<file path="src/rtl/smd_pkg.sv">
package smd_pkg;
  localparam int unsigned NUM_MODES = 12;
  localparam int unsigned MODE_W    = $clog2(NUM_MODES);

  // block-write variants sit one index above their plain counterparts
  typedef enum logic [MODE_W-1:0] {
    MD_CBR_REF,
    MD_WR_XFER,
    MD_PSEUDO_XFER,
    MD_SPLIT_WR_XFER,
    MD_RD_XFER,
    MD_SPLIT_RD_XFER,
    MD_MASK_WR,
    MD_MASK_BLK_WR,
    MD_FLASH_WR,
    MD_RW,
    MD_BLK_WR,
    MD_COLOR_RW
  } mode_e;

  typedef struct packed {
    logic  two_stage;
    mode_e base;
  } first_dec_t;

  function automatic mode_e resolve_mode(mode_e base, logic flag);
    return flag ? mode_e'(MODE_W'(base) + MODE_W'(1)) : base;
  endfunction

  function automatic logic [NUM_MODES-1:0] to_onehot(mode_e m);
    logic [NUM_MODES-1:0] v;
    v    = '0;
    v[m] = 1'b1;
    return v;
  endfunction
endpackage

</file>
<file path="src/rtl/smd_edge_det.sv">
module smd_edge_det #(
  parameter int unsigned W = 2
) (
  input  logic         clk_i,
  input  logic         rst_ni,
  input  logic [W-1:0] lvl_ni,
  output logic [W-1:0] fall_o,
  output logic [W-1:0] rise_o
);
  logic [W-1:0] prev_q;

  always_ff @(posedge clk_i or negedge rst_ni) begin
    if (!rst_ni) prev_q <= '1;
    else         prev_q <= lvl_ni;
  end

  for (genvar i = 0; i < W; i++) begin : g_bit
    assign fall_o[i] = prev_q[i] & ~lvl_ni[i];
    assign rise_o[i] = ~prev_q[i] & lvl_ni[i];
  end
endmodule

</file>
<file path="src/rtl/smd_row_decode.sv">
module smd_row_decode
  import smd_pkg::*;
(
  input  logic       col_ni,
  input  logic       xfer_oe_ni,
  input  logic       wr_en_ni,
  input  logic       ser_en_ni,
  input  logic       sfn_i,
  output first_dec_t dec_o
);
  always_comb begin
    dec_o.two_stage = 1'b0;
    dec_o.base      = MD_CBR_REF;
    if (!col_ni) begin
      dec_o.base = MD_CBR_REF;
    end else if (!xfer_oe_ni) begin
      if (!wr_en_ni) begin
        if (sfn_i)          dec_o.base = MD_SPLIT_WR_XFER;
        else if (ser_en_ni) dec_o.base = MD_PSEUDO_XFER;
        else                dec_o.base = MD_WR_XFER;
      end else begin
        dec_o.base = sfn_i ? MD_SPLIT_RD_XFER : MD_RD_XFER;
      end
    end else if (!wr_en_ni) begin
      dec_o.base      = sfn_i ? MD_FLASH_WR : MD_MASK_WR;
      dec_o.two_stage = ~sfn_i;
    end else begin
      dec_o.base      = sfn_i ? MD_COLOR_RW : MD_RW;
      dec_o.two_stage = ~sfn_i;
    end
  end
endmodule

</file>
<file path="src/rtl/smd_refresh_ctr.sv">
module smd_refresh_ctr #(
  parameter int unsigned W = 9
) (
  input  logic         clk_i,
  input  logic         rst_ni,
  input  logic         inc_i,
  output logic [W-1:0] cnt_o
);
  logic [W-1:0] cnt_q;

  always_ff @(posedge clk_i or negedge rst_ni) begin
    if (!rst_ni)    cnt_q <= '0;
    else if (inc_i) cnt_q <= cnt_q + W'(1);
  end

  assign cnt_o = cnt_q;


  ref_step_chk: assert property (@(posedge clk_i) disable iff (!rst_ni)
    inc_i |=> cnt_q == W'($past(cnt_q) + W'(1)));


  ref_hold_chk: assert property (@(posedge clk_i) disable iff (!rst_ni)
    !inc_i |=> $stable(cnt_q));
endmodule

</file>
<file path="src/rtl/strobe_mode_decoder.sv">
module strobe_mode_decoder
  import smd_pkg::*;
#(
  parameter int unsigned ROW_W = 9,
  parameter int unsigned COL_W = 8
) (
  input  logic                 clk_i,
  input  logic                 rst_ni,
  input  logic                 row_stb_ni,
  input  logic                 col_stb_ni,
  input  logic                 xfer_oe_ni,
  input  logic                 wr_en_ni,
  input  logic                 ser_en_ni,
  input  logic                 sfn_i,
  input  logic [ROW_W-1:0]     addr_i,
  output logic [NUM_MODES-1:0] mode_o,
  output logic                 mode_vld_o,
  output logic [ROW_W-1:0]     row_addr_o,
  output logic [COL_W-1:0]     col_addr_o,
  output logic                 col_vld_o
);
  localparam int unsigned N_STB = 2;
  localparam int unsigned ROW_IDX = 0;
  localparam int unsigned COL_IDX = 1;

  logic [N_STB-1:0] stb_lvl, stb_fall, stb_rise;
  logic row_fall, row_rise, col_fall;

  assign stb_lvl[ROW_IDX] = row_stb_ni;
  assign stb_lvl[COL_IDX] = col_stb_ni;

  smd_edge_det #(.W(N_STB)) u_edge (
    .clk_i  (clk_i),
    .rst_ni (rst_ni),
    .lvl_ni (stb_lvl),
    .fall_o (stb_fall),
    .rise_o (stb_rise)
  );

  assign row_fall = stb_fall[ROW_IDX];
  assign row_rise = stb_rise[ROW_IDX];
  assign col_fall = stb_fall[COL_IDX];

  first_dec_t dec;

  smd_row_decode u_dec (
    .col_ni     (col_stb_ni),
    .xfer_oe_ni (xfer_oe_ni),
    .wr_en_ni   (wr_en_ni),
    .ser_en_ni  (ser_en_ni),
    .sfn_i      (sfn_i),
    .dec_o      (dec)
  );

  logic [ROW_W-1:0] ref_row;
  logic             ref_inc;

  logic                 active_q, is_ref_q, pending_q, vld_q, colv_q;
  mode_e                base_q;
  logic [NUM_MODES-1:0] mode_q;
  logic [ROW_W-1:0]     row_q;
  logic [COL_W-1:0]     col_q;
  logic                 col_take, dec_ref;

  assign ref_inc  = row_rise & active_q & is_ref_q;
  assign col_take = col_fall & active_q & ~is_ref_q & ~row_rise;
  assign dec_ref  = (dec.base == MD_CBR_REF);

  smd_refresh_ctr #(.W(ROW_W)) u_ref (
    .clk_i  (clk_i),
    .rst_ni (rst_ni),
    .inc_i  (ref_inc),
    .cnt_o  (ref_row)
  );

  always_ff @(posedge clk_i or negedge rst_ni) begin
    if (!rst_ni) begin
      active_q  <= 1'b0;
      is_ref_q  <= 1'b0;
      pending_q <= 1'b0;
      vld_q     <= 1'b0;
      colv_q    <= 1'b0;
      base_q    <= MD_CBR_REF;
      mode_q    <= '0;
      row_q     <= '0;
      col_q     <= '0;
    end else if (row_rise) begin
      active_q  <= 1'b0;
      is_ref_q  <= 1'b0;
      pending_q <= 1'b0;
      vld_q     <= 1'b0;
      colv_q    <= 1'b0;
      mode_q    <= '0;
    end else if (row_fall) begin
      active_q  <= 1'b1;
      colv_q    <= 1'b0;
      is_ref_q  <= dec_ref;
      row_q     <= dec_ref ? ref_row : addr_i;
      base_q    <= dec.base;
      pending_q <= dec.two_stage;
      vld_q     <= ~dec.two_stage;
      mode_q    <= dec.two_stage ? '0 : to_onehot(dec.base);
    end else if (col_take) begin
      col_q  <= addr_i[COL_W-1:0];
      colv_q <= 1'b1;
      if (pending_q) begin
        mode_q    <= to_onehot(resolve_mode(base_q, sfn_i));
        vld_q     <= 1'b1;
        pending_q <= 1'b0;
      end
    end
  end

  assign mode_o     = mode_q;
  assign mode_vld_o = vld_q;
  assign row_addr_o = row_q;
  assign col_addr_o = col_q;
  assign col_vld_o  = colv_q;


  refresh_row_chk: assert property (@(posedge clk_i) disable iff (!rst_ni)
    (row_fall && !col_stb_ni) |=> mode_o[MD_CBR_REF] && row_addr_o == $past(ref_row));


  one_hot_when_valid_chk: assert property (@(posedge clk_i) disable iff (!rst_ni)
    mode_vld_o |-> $countones(mode_o) == 1);


  quiet_when_pending_chk: assert property (@(posedge clk_i) disable iff (!rst_ni)
    !mode_vld_o |-> mode_o == '0);


  mode_hold_chk: assert property (@(posedge clk_i) disable iff (!rst_ni)
    (mode_vld_o && !row_rise) |=> mode_vld_o && $stable(mode_o));


  clear_on_rise_chk: assert property (@(posedge clk_i) disable iff (!rst_ni)
    row_rise |=> !mode_vld_o && mode_o == '0 && !col_vld_o);


  col_only_in_cycle_chk: assert property (@(posedge clk_i) disable iff (!rst_ni)
    col_vld_o |-> mode_vld_o && !mode_o[MD_CBR_REF]);


  col_hold_chk: assert property (@(posedge clk_i) disable iff (!rst_ni)
    (col_fall && !active_q) |=> $stable(col_addr_o));
endmodule

</file>
<file path="config.mk">
export PLATFORM = sky130hd
export DESIGN_NAME = strobe_mode_decoder
export DESIGN_NICKNAME = d
export VERILOG_FILES = /design/src/rtl/smd_pkg.sv /design/src/rtl/smd_edge_det.sv /design/src/rtl/smd_row_decode.sv /design/src/rtl/smd_refresh_ctr.sv /design/src/rtl/strobe_mode_decoder.sv
export SDC_FILE = /design/constraint.sdc
export NUM_CORES = 1
export LEC_CHECK = 0
export ABC_CLOCK_PERIOD_IN_PS = 4080
export BUFFER_PORTS_ARGS = -buffer_cell sky130_fd_sc_hd__buf_2
export CAP_MARGIN = 10
export CORE_MARGIN = 3
export CORE_UTILIZATION = 54
export DETAILED_ROUTE_END_ITERATION = 6
export PLACE_DENSITY = 0.78
export SYNTH_ARGS = -nofsm -noshare
export SYNTH_HDL_FRONTEND = slang
export SYNTH_SLANG_ARGS = --single-unit
</file>
<file path="constraint.sdc">
create_clock -name clk_i -period 4.08 [get_ports clk_i]
set_input_delay 0.408 -clock clk_i [delete_from_list [all_inputs] [get_ports clk_i]]
set_output_delay 0.408 -clock clk_i [all_outputs]
set_load 0.005 [all_outputs]
</file>
==> results.sh <==
export IMPL_powerDensity_nw_per_um2=413
export IMPL_ant_nets=0
export IMPL_clock_sinks=49
export IMPL_dp_cells=333
export IMPL_synthesis_area_sq_um=2600
export IMPL_crit_path_end_kind="register"
export IMPL_gp_congestion=0.863
export IMPL_cts_resized=0
export IMPL_multi_input_area_sq_um=1260
export IMPL_wl_per_cell_microns=16.7
export IMPL_max_freq_mhz=475
export IMPL_critPathRequiredTime_ns=4.27
export IMPL_dp_hpwl_mm=4.09
export IMPL_ys_flop_type="dfrtp_1"
export IMPL_path_class="register to register"
export IMPL_viasPerCell=6.11
export IMPL_port_buffers=47
export IMPL_p_leak_nw=1.41
export IMPL_cts_max_level=2
export IMPL_status="completed"
export IMPL_finalHoldViolations=0
export IMPL_layout_cells_non_filler=341
export IMPL_synth_top_cell_area_share=0.453
export IMPL_critPathLaunchType="register"
export IMPL_clk_pin_slew_worst_paths_ns=0.09
export IMPL_finalSetupTns_ns=0
export IMPL_nets=312
export IMPL_track_usage=0.213
export IMPL_post_cts_setup_buffer_count=0
export IMPL_totalWireLength_mm=5.69
export IMPL_grt_ovfl_total=0
export IMPL_start_util=0.576
export IMPL_io_pin_count=48
export IMPL_diodes=0
export IMPL_fillers=384
export IMPL_crit_fanout=11
export IMPL_syn_nets=274
export IMPL_regArea_sq_um=1230
export IMPL_grt_setup_unrepaired="no"
export IMPL_vias=2084
export IMPL_core_sq_um=4500
export IMPL_syn_inst=250
export IMPL_synth_edf_count=0
export IMPL_finClkSkew_ns=0.0110
export IMPL_setup_viol=0
export IMPL_drt_pass1_iter_count=4
export IMPL_syn_mean_instance_area_sq_um=10.4
export IMPL_design_die_area_sq_um=5680
export IMPL_grt_pass1_wl_mm=9.24
export IMPL_cts_buffer_depth=2
export IMPL_crit_arrival_ns=2.29
export IMPL_drcViolationCount=0
export IMPL_drv_cap=0
export IMPL_synthArstFlopShare=1.00
export IMPL_drive_gt1_frac=0.246
export IMPL_numCtsBuffers=5
export IMPL_hp_class="primary input to register"
export IMPL_fin_crit_sh=0.516
export IMPL_grt_max_degree=50
export IMPL_std_cell_rows=24
export IMPL_netlist_top_cells_area="dfrtp_1 (45%), mux2_2 (4.3%), mux2i_1 (3.9%), ha_1 (3.4%), a221o_1 (2.7%)"
export IMPL_irDropWorstVdd_v=0.000271
export IMPL_synth_common_cells="dfrtp_1 (47), nor2_1 (18), nand2_1 (13)"
export IMPL_cts_root_buf="clkbuf_8"
export IMPL_ctsHoldBuffers=0
export IMPL_cts_tree="built"
export IMPL_area_growth_pct=12.3
export IMPL_yosys_register_bits=49
export IMPL_ys_warn_count=0
export IMPL_slew_viol_final=0
export IMPL_die_h_microns=75.3
export IMPL_dieWidth_microns=75.3
export IMPL_synth_cell_types=48
export IMPL_synth_most_common_cell="dfrtp_1"
export IMPL_clk_latency_ns=0.31
export IMPL_rrSetupSlack_ns=1.98
export IMPL_slew_headroom=0.294
export IMPL_yosysTopAreaCell="dfrtp_1"
export IMPL_grt_pass1_vias=1973
export IMPL_finalCriticalPeriod_ns=2.10
export IMPL_final_util=0.648
export IMPL_tightest_slew_ns=1.06
export IMPL_p_total_w=0.00120
export IMPL_ys_seq_area_frac=0.473
export IMPL_drt_iter0_drc=134
export IMPL_grt_antenna_before_repair=0
report_power, final:
part | leakage, nW | total, W | internal (W) | switching, W
clock network | 0.0445 | 0.000292 | 0.000122 | 0.000170
logic | 0.744 | 0.000287 | 0.000143 | 0.000145
registers | 0.621 | 0.000624 | 0.000565 | 0.0000587
total | 1.41 | 0.00120 | 0.000830 | 0.000373
critical path: stages (launching register included):
cell and delay (ns):
dfstp_2 0.55, inv_1 0.04, ha_1 0.30, or2_1 0.37, or2_1 0.40, mux2_2 0.33
cells by family (layout without fill, tap and decap cells):
group | after synthesis | in the layout | share of synthesized area
flops | 49 | 49 | 0.473
fa+ha+maj | 7 | 7 | 0.0337
mux | 20 | 20 | 0.0819
compound gates | 52 | 52 | 0.146
simple gates | 88 | 88 | 0.192
xor+xnor | 8 | 8 | 0.0270
buf+inv | 26 | 65 | 0.0458
state kept, by name, indices dropped and copies added (netlist names), 2 cells and up:
name and flops:
mode_o 12, col_addr_o 8, base_q 4, u_edge.prev_q 2, row_addr_o 9, u_ref.cnt_o 9
worst paths after layout:
path,startpoint,to,cells after the start
worst max register to register,u_edge.prev_q[0]$_DFF_PN1_,col_addr_o[2]$_DFFE_PN0P_,5
max in group asynchronous,rst_ni,row_addr_o[2]$_DFFE_PN0P_,1
worst min register to register,mode_vld_o$_DFFE_PN0P_,mode_vld_o$_DFFE_PN0P_,1
worst max-delay path,u_edge.prev_q[0]$_DFF_PN1_,col_addr_o[2]$_DFFE_PN0P_,5
min in group asynchronous,rst_ni,mode_o[3]$_DFFE_PN0P_,1
worst min-delay path,row_stb_ni,u_edge.prev_q[0]$_DFF_PN1_,1
cell usage in the layout (no fill, tap or decap), types with 3 or more instances in the layout:
master and n:
nand3_1 9, nor2b_1 4, a221o_1 7, buf_2 47, nor4_1 11, clkbuf_8 5
inv_1 9, dfrtp_1 47, mux2i_1 10, nor3b_1 6, xnor2_1 6, a211o_1 5
and3_1 3, nand2_1 13, a21oi_1 11, ha_1 7, and3b_1 4, nor2_1 18
o21ai_0 6, mux2_2 10, o22ai_1 4, nor3_1 8
area by class of cell:
type | count | area share
clock inverters | 3 | 0.00729
inverters | 9 | 0.0116
flip-flops and latches | 49 | 0.421
repair buffers | 48 | 0.0832
well taps | 52 | 0.0223
multi-input cells | 175 | 0.431
clock buffers | 5 | 0.0236
routing by layer:
layer | track usage | up-vias | part of all wire
li1 | - | 997 | -
met1 | 0.264 | 1018 | 0.45
met2 | 0.378 | 59 | 0.50
met3 | 0.0435 | 10 | 0.038
met4 | 0.0583 | 0 | 0.015
met5 | 0 | - | 0
through the flow:
stage                     area [sq um]  worst slack (ns)  hold slack [ns]
after floorplan                   2600              1.92            0.112
after global placement            2830              1.84            0.466
after detailed placement          2830              1.76            0.472
after CTS                         2920              1.97            0.220
after global routing              2920              1.90            0.213
final                             2920              1.98            0.226
No activity file was read; power rests on OpenSTA's default activity.
